<file path="src/rtl/evtimer_pkg.sv">
package evtimer_pkg;
    localparam int CNT_W    = 16;
    localparam int N_CMP    = 6;
    localparam int ADDR_W   = 4;

    localparam logic [ADDR_W-1:0] A_COUNT = 4'd0;
    localparam logic [ADDR_W-1:0] A_DIV   = 4'd1;
    localparam logic [ADDR_W-1:0] A_CTRL  = 4'd2;
    localparam logic [ADDR_W-1:0] A_STAT  = 4'd3;
    localparam logic [ADDR_W-1:0] A_MASK  = 4'd4;
    localparam logic [ADDR_W-1:0] A_CMP0  = 4'd5;

    localparam logic [2:0] MODE_ZERO = 3'd0;
    localparam logic [2:0] MODE_FREE = 3'd7;

    typedef struct packed {
        logic       freeze;
        logic       up;
        logic [2:0] mode;
    } ctrl_t;

    localparam int CTRL_W = $bits(ctrl_t);
endpackage

</file>
<file path="src/rtl/evtimer_prescale.sv">
module evtimer_prescale
    import evtimer_pkg::*;
#(
    parameter int W = CNT_W
) (
    input  logic         clk,
    input  logic         rst_n,
    input  logic         tick,
    input  logic         run,
    input  logic         restart,
    input  logic [W-1:0] div,
    output logic         step
);
    typedef struct packed {
        logic [W-1:0] cnt;
    } pre_t;

    pre_t st_d, st_q;

    always_comb begin
        st_d = st_q;
        step = 1'b0;
        if (restart) begin
            st_d.cnt = '0;
        end else if (tick && run) begin
            if (st_q.cnt == div) begin
                st_d.cnt = '0;
                step     = 1'b1;
            end else begin
                st_d.cnt = st_q.cnt + 1'b1;
            end
        end
    end

    always_ff @(posedge clk or negedge rst_n) begin
        if (!rst_n) st_q <= '0;
        else        st_q <= st_d;
    end

    // a register write restarts the tick count
    a_r12_restart: assert property (@(posedge clk) disable iff (!rst_n)
        restart |=> (st_q.cnt == '0));
    // the tick count never passes the divider
    a_r3_bound: assert property (@(posedge clk) disable iff (!rst_n)
        st_q.cnt <= div);
    // no ticks counted while frozen
    a_r4_pre_hold: assert property (@(posedge clk) disable iff (!rst_n)
        (!run && !restart) |=> $stable(st_q.cnt));
endmodule

</file>
<file path="src/rtl/evtimer_count.sv">
module evtimer_count
    import evtimer_pkg::*;
#(
    parameter int W    = CNT_W,
    parameter int NCMP = N_CMP
) (
    input  logic                     clk,
    input  logic                     rst_n,
    input  logic                     step,
    input  logic                     load,
    input  logic [W-1:0]             load_val,
    input  ctrl_t                    ctrl,
    input  logic [NCMP-1:0][W-1:0]   cmp,
    output logic [W-1:0]             value,
    output logic [NCMP-1:0]          match
);
    typedef struct packed {
        logic [W-1:0] value;
        logic [W-1:0] reload;
    } cnt_t;

    cnt_t st_d, st_q;
    logic [W-1:0] adv;
    logic [W-1:0] nxt;
    logic         sel_hit;

    always_comb begin
        adv     = ctrl.up ? st_q.value + 1'b1 : st_q.value - 1'b1;
        sel_hit = 1'b0;
        for (int k = 0; k < NCMP; k++) begin
            if (ctrl.mode == 3'(k + 1) && st_q.value == cmp[k]) sel_hit = 1'b1;
        end
        if (ctrl.mode == MODE_ZERO) begin
            nxt = (st_q.value == '0) ? '0 : adv;
        end else if (ctrl.mode == MODE_FREE || int'(ctrl.mode) > NCMP) begin
            nxt = adv;
        end else begin
            nxt = sel_hit ? st_q.reload : adv;
        end

        st_d = st_q;
        if (load) begin
            st_d.value  = load_val;
            st_d.reload = load_val;
        end else if (step) begin
            st_d.value = nxt;
        end
    end

    generate
        for (genvar k = 0; k < NCMP; k++) begin : g_match
            assign match[k] = step && !load && (nxt == cmp[k]);
        end
    endgenerate

    always_ff @(posedge clk or negedge rst_n) begin
        if (!rst_n) st_q <= '0;
        else        st_q <= st_d;
    end

    assign value = st_q.value;

    // stop-at-zero never leaves zero without a load
    a_r6_hold_zero: assert property (@(posedge clk) disable iff (!rst_n)
        (ctrl.mode == MODE_ZERO && st_q.value == '0 && !load) |=> (st_q.value == '0));
    // frozen counter keeps its value
    a_r4_freeze_hold: assert property (@(posedge clk) disable iff (!rst_n)
        (ctrl.freeze && !load) |=> $stable(st_q.value));
    // a load shows up in the counter next cycle
    a_r2_load: assert property (@(posedge clk) disable iff (!rst_n)
        load |=> (st_q.value == $past(load_val)));
endmodule

</file>
<file path="src/rtl/evtimer_irq.sv">
module evtimer_irq
    import evtimer_pkg::*;
#(
    parameter int NCMP = N_CMP
) (
    input  logic            clk,
    input  logic            rst_n,
    input  logic [NCMP-1:0] match,
    input  logic [NCMP-1:0] clr,
    input  logic [NCMP-1:0] mask,
    output logic [NCMP-1:0] status,
    output logic            irq
);
    typedef struct packed {
        logic [NCMP-1:0] stat;
    } irq_t;

    irq_t st_d, st_q;

    always_comb begin
        st_d      = st_q;
        st_d.stat = (st_q.stat & ~clr) | match;
    end

    always_ff @(posedge clk or negedge rst_n) begin
        if (!rst_n) st_q <= '0;
        else        st_q <= st_d;
    end

    assign status = st_q.stat;
    assign irq    = |(st_q.stat & mask);

    // a match wins over a same-cycle clear
    a_r10_set_wins: assert property (@(posedge clk) disable iff (!rst_n)
        (match != '0) |=> ((st_q.stat & $past(match)) == $past(match)));
    // a clear without a match empties the bit
    a_r10_clear: assert property (@(posedge clk) disable iff (!rst_n)
        ((clr & ~match) != '0) |=> ((st_q.stat & $past(clr & ~match)) == '0));
endmodule

</file>
<file path="src/rtl/evtimer_top.sv">
module evtimer_top
    import evtimer_pkg::*;
#(
    parameter int W    = CNT_W,
    parameter int NCMP = N_CMP,
    parameter int AW   = ADDR_W
) (
    input  logic          clk,
    input  logic          rst_n,
    input  logic          tick,
    input  logic          bus_wr,
    input  logic [AW-1:0] bus_addr,
    input  logic [W-1:0]  bus_wdata,
    output logic [W-1:0]  bus_rdata,
    output logic          irq
);
    typedef struct packed {
        logic [W-1:0]             div;
        ctrl_t                    ctrl;
        logic [NCMP-1:0]          mask;
        logic [NCMP-1:0][W-1:0]   cmp;
    } regs_t;

    regs_t rg_d, rg_q;

    logic            wr_count, wr_div, wr_stat;
    logic            step;
    logic [W-1:0]    value;
    logic [NCMP-1:0] match, clr, status;

    assign wr_count = bus_wr && (bus_addr == A_COUNT);
    assign wr_div   = bus_wr && (bus_addr == A_DIV);
    assign wr_stat  = bus_wr && (bus_addr == A_STAT);
    assign clr      = wr_stat ? bus_wdata[NCMP-1:0] : '0;

    always_comb begin
        rg_d = rg_q;
        if (bus_wr) begin
            if (bus_addr == A_DIV)  rg_d.div  = bus_wdata;
            if (bus_addr == A_CTRL) rg_d.ctrl = ctrl_t'(bus_wdata[CTRL_W-1:0]);
            if (bus_addr == A_MASK) rg_d.mask = bus_wdata[NCMP-1:0];
            for (int k = 0; k < NCMP; k++) begin
                if (bus_addr == A_CMP0 + AW'(k)) rg_d.cmp[k] = bus_wdata;
            end
        end
    end

    always_ff @(posedge clk or negedge rst_n) begin
        if (!rst_n) begin
            rg_q             <= '0;
            rg_q.ctrl.freeze <= 1'b1;
            rg_q.cmp         <= '1;
        end else begin
            rg_q <= rg_d;
        end
    end

    evtimer_prescale #(.W(W)) u_pre (
        .clk     (clk),
        .rst_n   (rst_n),
        .tick    (tick),
        .run     (!rg_q.ctrl.freeze),
        .restart (wr_count || wr_div),
        .div     (rg_q.div),
        .step    (step)
    );

    evtimer_count #(.W(W), .NCMP(NCMP)) u_cnt (
        .clk      (clk),
        .rst_n    (rst_n),
        .step     (step),
        .load     (wr_count),
        .load_val (bus_wdata),
        .ctrl     (rg_q.ctrl),
        .cmp      (rg_q.cmp),
        .value    (value),
        .match    (match)
    );

    evtimer_irq #(.NCMP(NCMP)) u_irq (
        .clk    (clk),
        .rst_n  (rst_n),
        .match  (match),
        .clr    (clr),
        .mask   (rg_q.mask),
        .status (status),
        .irq    (irq)
    );

    always_comb begin
        bus_rdata = '0;
        case (bus_addr)
            A_COUNT: bus_rdata = value;
            A_DIV:   bus_rdata = rg_q.div;
            A_CTRL:  bus_rdata = {{(W-CTRL_W){1'b0}}, rg_q.ctrl};
            A_STAT:  bus_rdata = {{(W-NCMP){1'b0}}, status};
            A_MASK:  bus_rdata = {{(W-NCMP){1'b0}}, rg_q.mask};
            default: begin
                for (int k = 0; k < NCMP; k++) begin
                    if (bus_addr == A_CMP0 + AW'(k)) bus_rdata = rg_q.cmp[k];
                end
            end
        endcase
    end

    // interrupt only with a masked status bit
    a_r11_irq_src: assert property (@(posedge clk) disable iff (!rst_n)
        irq |-> ((status & rg_q.mask) != '0));
endmodule

</file>
<file path="config.mk">
export PLATFORM = sky130hd
export DESIGN_NAME = evtimer_top
export DESIGN_NICKNAME = d
export VERILOG_FILES = /design/src/rtl/evtimer_pkg.sv /design/src/rtl/evtimer_prescale.sv /design/src/rtl/evtimer_count.sv /design/src/rtl/evtimer_irq.sv /design/src/rtl/evtimer_top.sv
export SDC_FILE = /design/constraint.sdc
export NUM_CORES = 1
export LEC_CHECK = 0
export BUFFER_PORTS_ARGS = -buffer_cell sky130_fd_sc_hd__buf_2
export CAP_MARGIN = 20
export CELL_PAD_IN_SITES_DETAIL_PLACEMENT = 1
export CELL_PAD_IN_SITES_GLOBAL_PLACEMENT = 2
export CORE_ASPECT_RATIO = 0.8
export CORE_MARGIN = 3
export CORE_UTILIZATION = 41
export DETAILED_ROUTE_END_ITERATION = 7
export PLACE_DENSITY = 0.8
export REMOVE_ABC_BUFFERS = 1
export SYNTH_ARGS = -nofsm -noshare
export SYNTH_HDL_FRONTEND = slang
export SYNTH_SLANG_ARGS = --single-unit
export TNS_END_PERCENT = 1
</file>
<file path="constraint.sdc">
create_clock -name clk -period 4.8 [get_ports clk]
set_input_delay 0.48 -clock clk [delete_from_list [all_inputs] [get_ports clk]]
set_output_delay 0.48 -clock clk [all_outputs]
set_load 0.05 [all_outputs]
</file>
==> metrics, run 1 <==
most common cell after layout, fill and taps aside xor2_1; 1st-iter DRT viols 1839; clock slew at the register clock pins of the worst setup and hold paths 0.09 ns; status finished clean; startpoint types flop; commonest non-fill, non-tap cells in the layout xor2_1 (158), nand2_1 (141), mux2_2 (131), nor2_1 (97), dfstp_2 (97); fmax 0.212 GHz; Skew-Pair Late Insertion Delay 0.47 ns; largest net degree at the start of global routing 100; fraction of final layout cells sized beyond drive strength 1 26.8%; Setup-failing EPs final 0; critical path peak fanout 12; antenna violations before repair 1; vias after detailed routing 13300; Hold Violations, Final 0; Total GRT Usage 38.2%; Remaining Overflow, GRT 0; CTS HTree Levels 4; dpl hpwl 51700 microns; Synth Cell Area 13600 sq um; M3 GR Usage 11.3%; arrival time at the worst endpoint 5.10 ns; Slew Viols, Final 0; Slew HR 34.0%; Buffers on Ports 40; Inserted Diodes 0; drt via density 6.77; Area Overhead vs Synth 11.4%; HP Class input port to async pin; routed wire length 68500 microns; Layout Skew 0.0210 ns; min Tclk post-route 4.73 ns; Slew @ Worst Pin 0.989 ns; io pins 41; sequential-to-total area share from yosys stat 33.4%; number of fill cells 3765; clk buf depth 2; Die Ht 169 microns; CTS tree built; tightest hold margin 0.106 ns; Crit. End Element flop; Initial Util 41.8%; Placer Congestion 1.10; vias in the first global route 13400; Most Used Layer, Global Route met2; Die X 210 microns; die area 35500 sq um; EDFF count, synth 0; part of the cycle the worst path needs 98.4%; Post-Route Setup TNS 0 ns; syn avg cell area 9.18 sq um; Mapped Cells 1484; Worst Path Required 5.17 ns; clock buffer count from CTS 17; grt met1 use 51.1%; Setup Buffers After CTS 0; RSZ-0062 raised after global routing false; Yosys reg bits 177; leakage power 6.26 nW; Crit Path Class flop to flop; num rows 59; # nets final 1569; TritonRoute pass-1 iters 6; root buffer cell clkbuf_16; Max IR drop VDD 272 uV; # DRC 0; post-route ant nets 0; Synth Warn # 0; fin util 46.5%; pwr dens 726 nW/um^2; grt met2 use 58.1%; FFs w/ async S/R, synth 100%; Max Cap Viol 0; Synth Flop Type dfstp_2; first-pass GRT wire length 97600 microns; post-synth cell types 80; routed length per instance 34.8 microns; clock sink count 177; Core Region 32600 sq um
## report_power, final
group	total (W)	internal, W	switching, W
registers	0.00310	0.00200	0.00110
logic	0.00640	0.00239	0.00401
clock network	0.00151	0.000752	0.000759
total	0.0110	0.00514	0.00587
## critical path, stage by stage (launching register included)
cell and delay [ns]:
dfrtp_1 0.81, buf_4 0.27, xor2_1 0.48, nor4_1 0.15, nand4_1 0.14, o32ai_2 0.11, or3_2 0.60, buf_4 0.24
a21o_1 0.20, a22o_1 0.23, a2111oi_0 0.49, buf_4 0.19, or4b_1 0.46, o31ai_2 0.25
## logic make-up (layout without fill, tap and decap cells)
kind of cell    count (synthesis)  in the layout  share of synthesized area (%)
compound gates                339            339                           17.4
xor+xnor                      208            208                           13.5
fa+ha+maj                      16             16                           1.52
buf+inv                       138            196                           4.64
flops                         177            177                           33.4
mux                           163            163                           13.3
simple gates                  443            443                           16.3
## synthesized netlist by cell type, drive strengths merged (37+ instances only)
cell | n | area [sq um]
clkbuf | 63 | 238
xnor2 | 48 | 420
nand2 | 142 | 549
dfstp | 97 | 2550
o21ai | 67 | 339
dfrtp | 80 | 2000
nor4 | 39 | 272
xor2 | 160 | 1420
mux2 | 131 | 1480
inv | 38 | 143
nor2 | 100 | 375
buf | 37 | 251
a21oi | 61 | 305
## state kept, by name, summed over array words and instances (netlist names)
| name | count |
|---|---|
| u_irq.status | 6 |
| u_cnt.st_q | 16 |
| u_cnt.value | 16 |
| u_pre.st_q | 16 |
| rg_q | 123 |
## per-stage QoR
step	setup WS [ns]	total power [W]	std cells	instance area [sq um]
2_1_floorplan	0.461	0.00636	1384	13100
3_3_place_gp	0.293	0.00908	1936	14500
3_5_place_dp	0.233	0.00913	1936	14500
4_1_cts	0.209	0.0107	1968	15200
5_1_grt	0.0251	0.0114	1969	15200
6_report	0.0745	0.0110	1969	15200
## what timing repair did
| action | 4_1_cts | 5_1_grt |
|---|---|---|
| gates resized for setup | 0 | 3 |
| endpoints found under the setup margin | 0 | 1 |
| hold buffers | 0 | 0 |
## metal layers
metal / vias to the layer above / routed length (microns)
met5: - / 16
met3: 189 / 7550
met2: 823 / 29500
met1: 6817 / 28300
li1: 5506 / -
met4: 2 / 3150
## worst paths after layout
| check | start | to | slack [ns] | cells past startpoint |
|---|---|---|---|---|
| min in group clk | bus_wdata[15] | rg_q[31] | 0.31 | 3 |
| setup / recovery | u_cnt.value[8] | u_irq.status[2] | 0.07 | 13 |
| hold reg to reg | rg_q[97] | rg_q[97] | 0.54 | 1 |
| max in group asynchronous | rst_n | rg_q[31] | 3.70 | 2 |
| hold / removal | rst_n | u_cnt.value[0] | 0.11 | 1 |
| setup reg to reg | u_cnt.value[8] | u_irq.status[2] | 0.07 | 13 |
## area by class of cell
class	count	area, sq um	share of cell area [%]
Timing Repair Buffer	126	865	5.70
Clock inverter	15	194	1.28
Tap cell	427	534	3.52
Clock buffer	17	425	2.80
Inverter	38	146	0.965
Sequential cell	177	4550	30.0
Multi-Input combinational cell	1169	8460	55.8
(Power assumes the default switching activity.)
==> run 2, diff against run 1 <==
--- a/config.mk
+++ b/config.mk
@@ -10,7 +10,6 @@
 export CELL_PAD_IN_SITES_DETAIL_PLACEMENT = 1
 export CELL_PAD_IN_SITES_GLOBAL_PLACEMENT = 2
 export CORE_ASPECT_RATIO = 0.8
-export CORE_MARGIN = 3
 export CORE_UTILIZATION = 41
 export DETAILED_ROUTE_END_ITERATION = 7
 export PLACE_DENSITY = 0.8
==> run 2 against run 1 <==
Net effect:
- power down 1.0%
- clock power about the same
- largest power group unchanged
- global-route usage up 3.1 points
- utilization down 0.069 points
- clock skew down 0.0061 ns
- hold slack better by 0.024 ns
- critical endpoint is now u_irq.status[1]
- die area down 4.2%
==> metrics, run 2 (synthesized netlist as in run 1, its figures left out) <==
status finished clean (unchanged); fraction of final layout cells sized beyond drive strength 1 26.5% (was 26.8%); Setup-failing EPs final 0 (unchanged); Layout Skew 0.0149 ns (was 0.0210 ns); Max Cap Viol 0 (unchanged); Crit. End Element flop (unchanged); HP Class input port to async pin (unchanged); vias after detailed routing 13400 (was 13300); part of the cycle the worst path needs 94.1% (was 98.4%); fin util 46.4% (was 46.5%); vias in the first global route 13100 (was 13400); Combinational Power Share 58.2% (about the same); Skew-Pair Late Insertion Delay 0.46 ns (was 0.47 ns); most common cell after layout, fill and taps aside xor2_1 (unchanged); RSZ-0062 raised after global routing false (unchanged); Reg power frac 28.1% (about the same); antenna violations before repair 1 (unchanged); arrival time at the worst endpoint 4.86 ns (was 5.10 ns); TritonRoute pass-1 iters 7 (was 6); Biggest register rg_q (unchanged); Post-CTS Hold Buffers 0 (unchanged); routed wire length 68800 microns (was 68500 microns); first-pass GRT wire length 98200 microns (was 97600 microns); root buffer cell clkbuf_16 (unchanged); pwr dens 719 nW/um^2 (was 726 nW/um^2); Remaining Overflow, GRT 0 (unchanged); Post-Route Setup TNS 0 ns (unchanged); routed length per instance 34.9 microns (was 34.8 microns); Setup Buffers After CTS 0 (unchanged); Crit Path Class flop to flop (unchanged); largest net degree at the start of global routing 93 (was 100); fmax 0.221 GHz (was 0.212 GHz); Placer Congestion 1.04 (was 1.10); io pins 41 (unchanged); drt via density 6.80 (was 6.77); CTS HTree Levels 4 (unchanged); dpl hpwl 52600 microns (was 51700 microns); Switch Pwr 0.00574 W (was 0.00587 W); number of fill cells 3776 (was 3765); commonest non-fill, non-tap cells in the layout xor2_1 (158), nand2_1 (141), mux2_2 (131), nor2_1 (97), dfstp_2 (97) (unchanged); Slew HR 23.2% (was 34.0%); Int Power 0.00516 W (was 0.00514 W); Max IR drop VDD 310 uV (was 272 uV); clock sink count 177 (unchanged); CTS tree built (unchanged); Area Overhead vs Synth 11.2% (was 11.4%); post_cts resized 0 (unchanged); Worst Path Required 5.14 ns (was 5.17 ns); Slew Viols, Final 0 (unchanged); Core Region 32600 sq um (unchanged); Largest register FFs 123 (unchanged); startpoint types flop (unchanged); Slew @ Worst Pin 1.12 ns (was 0.989 ns); min Tclk post-route 4.52 ns (was 4.73 ns); Initial Util 41.8% (unchanged); 1st-iter DRT viols 1655 (was 1839); Total GRT Usage 41.3% (was 38.2%); critical path peak fanout 10 (was 12); total power 0.0109 W (was 0.0110 W); clock slew at the register clock pins of the worst setup and hold paths 0.08 ns (was 0.09 ns); num rows 59 (unchanged); worst reg2reg path depth 12 (was 13); leakage power 6.25 nW (was 6.26 nW); Clock power frac 13.7% (about the same); sw frac 52.7% (was 53.3%); post-route ant nets 0 (unchanged); Buffers on Ports 40 (unchanged); die area 34000 sq um (was 35500 sq um); clk buf depth 2 (unchanged); Die X 206 microns (was 210 microns); Die Ht 165 microns (was 169 microns); Hold Violations, Final 0 (unchanged); clock buffer count from CTS 17 (unchanged); # DRC 0 (unchanged); R2R Setup Slk 0.28 ns (was 0.07 ns); # nets final 1567 (was 1569)
[run 2: cell count changes in the layout (fill, tap and decap cells not counted), moves of 2 or more]
cell / before / now
clkinv_8: 5 / 1
buf_4: 85 / 81
clkbuf_8: 0 / 2
buf_12: 1 / 3
inv_6: 1 / 4
[run 2: per-stage QoR]
step / setup slack, ns / cells / hold slack [ns] / cell area [sq um]
after floorplan: 0.461 / 1384 / 0.184 / 13100
after global placement: 0.507 / 1934 / 0.514 / 14500
after detailed placement: 0.400 / 1935 / 0.523 / 14600
after CTS: 0.411 / 1967 / 0.158 / 15200
after global routing: 0.118 / 1967 / 0.199 / 15200
final: 0.283 / 1968 / 0.130 / 15200
[run 2: path summary, 6_finish.rpt]
path | from | to
setup / recovery | u_cnt.value[3] | u_irq.status[1]
hold / removal | rst_n | rg_q[101]
setup reg to reg | u_cnt.value[3] | u_irq.status[1]
hold reg to reg | rg_q[97] | rg_q[97]
max in group asynchronous | rst_n | rg_q[70]
min in group clk | bus_wdata[15] | rg_q[31]
[run 2: worst max-delay path, stage by stage, from the launching register on]
cell	delay, ns
dfrtp_1	0.87
ha_1	0.42
o21a_1	0.16
a211o_1	0.38
a2111oi_2	0.58
nor4_1	0.11
or4_1	0.76
mux2i_1	0.29
buf_4	0.19
nor2_1	0.05
o221a_1	0.26
nand4_1	0.22
nand2_1	0.10
[run 2: power by group through the flow]
stage	logic, W	registers, W	clock network, W
floorplan	0.00378	0.00259	0
global placement	0.00606	0.00301	0
detailed placement	0.00609	0.00301	0
CTS	0.00614	0.00299	0.00150
global route	0.00667	0.00305	0.00155
finish	0.00634	0.00306	0.00149
[run 2: layout make-up]
| class | count | area (sq um) | share of cell area, % |
|---|---|---|---|
| multi-input combinational | 1169 | 8450 | 55.8 |
| timing repair buffer | 124 | 875 | 5.77 |
| sequential | 177 | 4550 | 30.0 |
| clock inverter | 12 | 140 | 0.925 |
| clock buffer | 20 | 457 | 3.01 |
| tap | 427 | 534 | 3.53 |
| antenna | 1 | 2.50 | 0.0165 |
| inverter | 38 | 143 | 0.941 |
[run 2: routing by layer]
layer / vias to the layer above / global-route usage, % / wire, microns
met2: 795 / 61.7 / 29600
met5: - / 0 / 0
met4: 0 / 18.1 / 3150
li1: 5519 / - / -
met1: 6896 / 56.5 / 29000
met3: 166 / 10.4 / 7020
==> run 3, diff against run 2 <==
--- a/config.mk
+++ b/config.mk
@@ -10,9 +10,9 @@
 export CELL_PAD_IN_SITES_DETAIL_PLACEMENT = 1
 export CELL_PAD_IN_SITES_GLOBAL_PLACEMENT = 2
 export CORE_ASPECT_RATIO = 0.8
-export CORE_UTILIZATION = 41
+export CORE_UTILIZATION = 44
 export DETAILED_ROUTE_END_ITERATION = 7
-export PLACE_DENSITY = 0.8
+export PLACE_DENSITY = 0.85
 export REMOVE_ABC_BUFFERS = 1
 export SYNTH_ARGS = -nofsm -noshare
 export SYNTH_HDL_FRONTEND = slang
==> constraint.sdc (replaced) <==
create_clock -name clk -period 5.5 [get_ports clk]
set_input_delay 0.55 -clock clk [delete_from_list [all_inputs] [get_ports clk]]
set_output_delay 0.55 -clock clk [all_outputs]
set_load 0.05 [all_outputs]
==> run 3 against run 2 <==
Net effect:
- hold slack improved by 0.024 ns
- worst setup slack improved by 0.061 ns
- global-route usage rose by 3.0 points
- sequential cell count did not move
- routed wire length barely moved
- combinational power fell by 17%
- fmax fell by 12%
- register-to-register slack improved by 0.06 ns
- design area fell by 2.0%
- count of clock-buffer cells in the layout did not move
- utilization rose by 2.4 points
==> metrics, run 3 (synthesized netlist as in run 1, its figures left out) <==
status finished clean (unchanged); # nets final 1537 (was 1567); fraction of final layout cells sized beyond drive strength 1 25.0% (was 26.5%); Die Ht 159 microns (was 165 microns); vias in the first global route 13300 (was 13100); Crit path buffers/inverters 1 (unchanged); number of fill cells 3504 (was 3776); Core Region 30400 sq um (was 32600 sq um); Setup crit end u_irq.status[2] (was u_irq.status[1]); FF-to-FF End u_irq.status[2] (was u_irq.status[1]); R2R Setup Slk 0.34 ns (was 0.28 ns); Multi-input gate area 8450 sq um (unchanged); first-pass GRT wire length 98600 microns (was 98200 microns); CTS tree built (unchanged); routed length per instance 35.8 microns (was 34.9 microns); Buffers on Ports 40 (unchanged); area occupied by registers 4550 sq um (unchanged); leakage power 6.08 nW (was 6.25 nW); Switch Pwr 0.00502 W (was 0.00574 W); CP delay by family, top simple AND/OR/NAND/NOR gates (was compound AO/OA/AOI/OAI gates); HP Class input port to async pin (unchanged); Worst path max stage delay 0.67 ns (was 0.87 ns); commonest non-fill, non-tap cells in the layout xor2_1 (158), nand2_1 (141), mux2_2 (131), nor2_1 (97), dfstp_2 (97) (unchanged); sw frac 53.8% (was 52.7%); Slew @ Worst Pin 1.16 ns (was 1.12 ns); Area Overhead vs Synth 8.98% (was 11.2%); clock slew at the register clock pins of the worst setup and hold paths 0.09 ns (was 0.08 ns); cell depth of the worst setup path 12 (unchanged); worst reg2reg path depth 12 (unchanged); antenna violations before repair 2 (was 1); Reg power frac 30.2% (was 28.1%); Max Cap Viol 0 (unchanged); Slew Viols, Final 0 (unchanged); crit-path cells inv_1, fa_1, a21o_1, and4_1, o211ai_1, nand2_1, or3_1, xnor2_1, a2111oi_0, a21oi_1, or4b_1, o31ai_2 (was ha_1, o21a_1, a211o_1, a2111oi_2, nor4_1, or4_1, mux2i_1, buf_4, nor2_1, o221a_1, nand4_1, nand2_1); Layout Skew 0.0225 ns (was 0.0149 ns); clock buffer count from CTS 17 (unchanged); routed wire length 68800 microns (about the same); Clock power frac 13.4% (was 13.7%); Die X 199 microns (was 206 microns); # DRC 0 (unchanged); Slew HR 20.5% (was 23.2%); largest net degree at the start of global routing 100 (was 93); Inserted Diodes 0 (was 1); Setup-failing EPs final 0 (unchanged); Biggest register rg_q (unchanged); Hold Violations, Final 0 (unchanged); root buffer cell clkbuf_16 (unchanged); fmax 0.194 GHz (was 0.221 GHz); CTS HTree Levels 4 (unchanged); post_cts resized 0 (unchanged); clock sink count 177 (unchanged); part of the cycle the worst path needs 93.7% (was 94.1%); io pins 41 (unchanged); Crit Path Class flop to flop (unchanged); die area 31700 sq um (was 34000 sq um); pwr dens 628 nW/um^2 (was 719 nW/um^2); Total GRT Usage 44.3% (was 41.3%); worst setup path startpoint rg_q[105] (was u_cnt.value[3]); 1st-iter DRT viols 1757 (was 1655); crit path max-delay cell type or3_1 (was dfrtp_1); clk buf depth 2 (unchanged); Post-Route Setup TNS 0 ns (unchanged); pre-CTS setup slack 0.464 ns (was 0.400 ns); Post-CTS Hold Buffers 0 (unchanged); dpl hpwl 52200 microns (was 52600 microns); critical path peak fanout 15 (was 10); startpoint types flop (unchanged); Largest register FFs 123 (unchanged); drt via density 6.92 (was 6.80); TritonRoute pass-1 iters 7 (unchanged); arrival time at the worst endpoint 5.55 ns (was 4.86 ns); num rows 57 (was 59); Worst Path Required 5.89 ns (was 5.14 ns); Skew-Pair Late Insertion Delay 0.47 ns (was 0.46 ns); Int Power 0.00431 W (was 0.00516 W); most common cell after layout, fill and taps aside xor2_1 (unchanged); Crit Reg-Reg Startpoint rg_q[105] (was u_cnt.value[3]); post-route ant nets 0 (unchanged); Initial Util 44.9% (was 41.8%); Combinational Power Share 56.4% (was 58.2%); min Tclk post-route 5.16 ns (was 4.52 ns); RSZ-0062 raised after global routing false (unchanged); Placer Congestion 1.07 (was 1.04); Remaining Overflow, GRT 0 (unchanged); Setup WS post-layout 0.344 ns (was 0.283 ns); Setup Buffers After CTS 0 (unchanged); Max IR drop VDD 320 uV (was 310 uV); vias after detailed routing 13300 (was 13400); Crit. End Element flop (unchanged)
==> run 3: cell types whose count changed in the layout (fill, tap and decap cells not counted), sizes merged <==
cell      previous run  this run
bufinv               1         0
diode                1         0
buf                124        94
clkinvlp             1         2
==> run 3: cell type report <==
class                           instances  area share, %
Multi-Input combinational cell       1169           56.9
Inverter                               38          0.960
Clock buffer                           20           3.01
Tap cell                              413           3.48
Sequential cell                       177           30.6
Timing Repair Buffer                   94           4.20
Clock inverter                         12          0.784
==> run 3: per-stage QoR <==
stage          util [%]  hold slack, ns  cell area (sq um)  total power, W  cells
6_report           48.9           0.153              14900         0.00933   1923
2_1_floorplan         -           0.254              13100         0.00555   1384
5_1_grt            48.9           0.237              14900         0.00962   1923
3_5_place_dp       47.0           0.523              14300         0.00781   1891
4_1_cts            48.9           0.207              14900         0.00907   1923
3_3_place_gp       47.0           0.500              14300         0.00777   1890
==> run 3: worst min path at each step <==
stage / start / end / slack, ns / cells past startpoint
finish: rst_n / u_cnt.value[2] / 0.15 / 1
global route: rst_n / u_cnt.value[2] / 0.24 / 1
global placement: u_irq.status[0] / u_irq.status[0] / 0.50 / 2
CTS: rst_n / u_cnt.value[2] / 0.21 / 1
detailed placement: u_irq.status[0] / u_irq.status[0] / 0.52 / 2
floorplan: rst_n / rg_q[100] / 0.25 / 0
==> run 3: power by group through the flow <==
stage          Combinational (W)  Clock (W)  Sequential, W
2_1_floorplan            0.00329          0        0.00226
3_3_place_gp             0.00503          0        0.00274
3_5_place_dp             0.00507          0        0.00275
4_1_cts                  0.00510    0.00125        0.00273
5_1_grt                  0.00554    0.00129        0.00278
6_report                 0.00526    0.00125        0.00282
==> run 3: routing by layer <==
metal / wire length, microns / vias up / track usage [%] / part of all wire (%)
met4: 3110 / 2 / 19.6 / 4.5
met1: 28600 / 6844 / 61.2 / 42
met5: 15 / - / 0 / 0.022
li1: - / 5446 / - / -
met3: 7830 / 182 / 12.9 / 11
met2: 29300 / 826 / 63.8 / 43
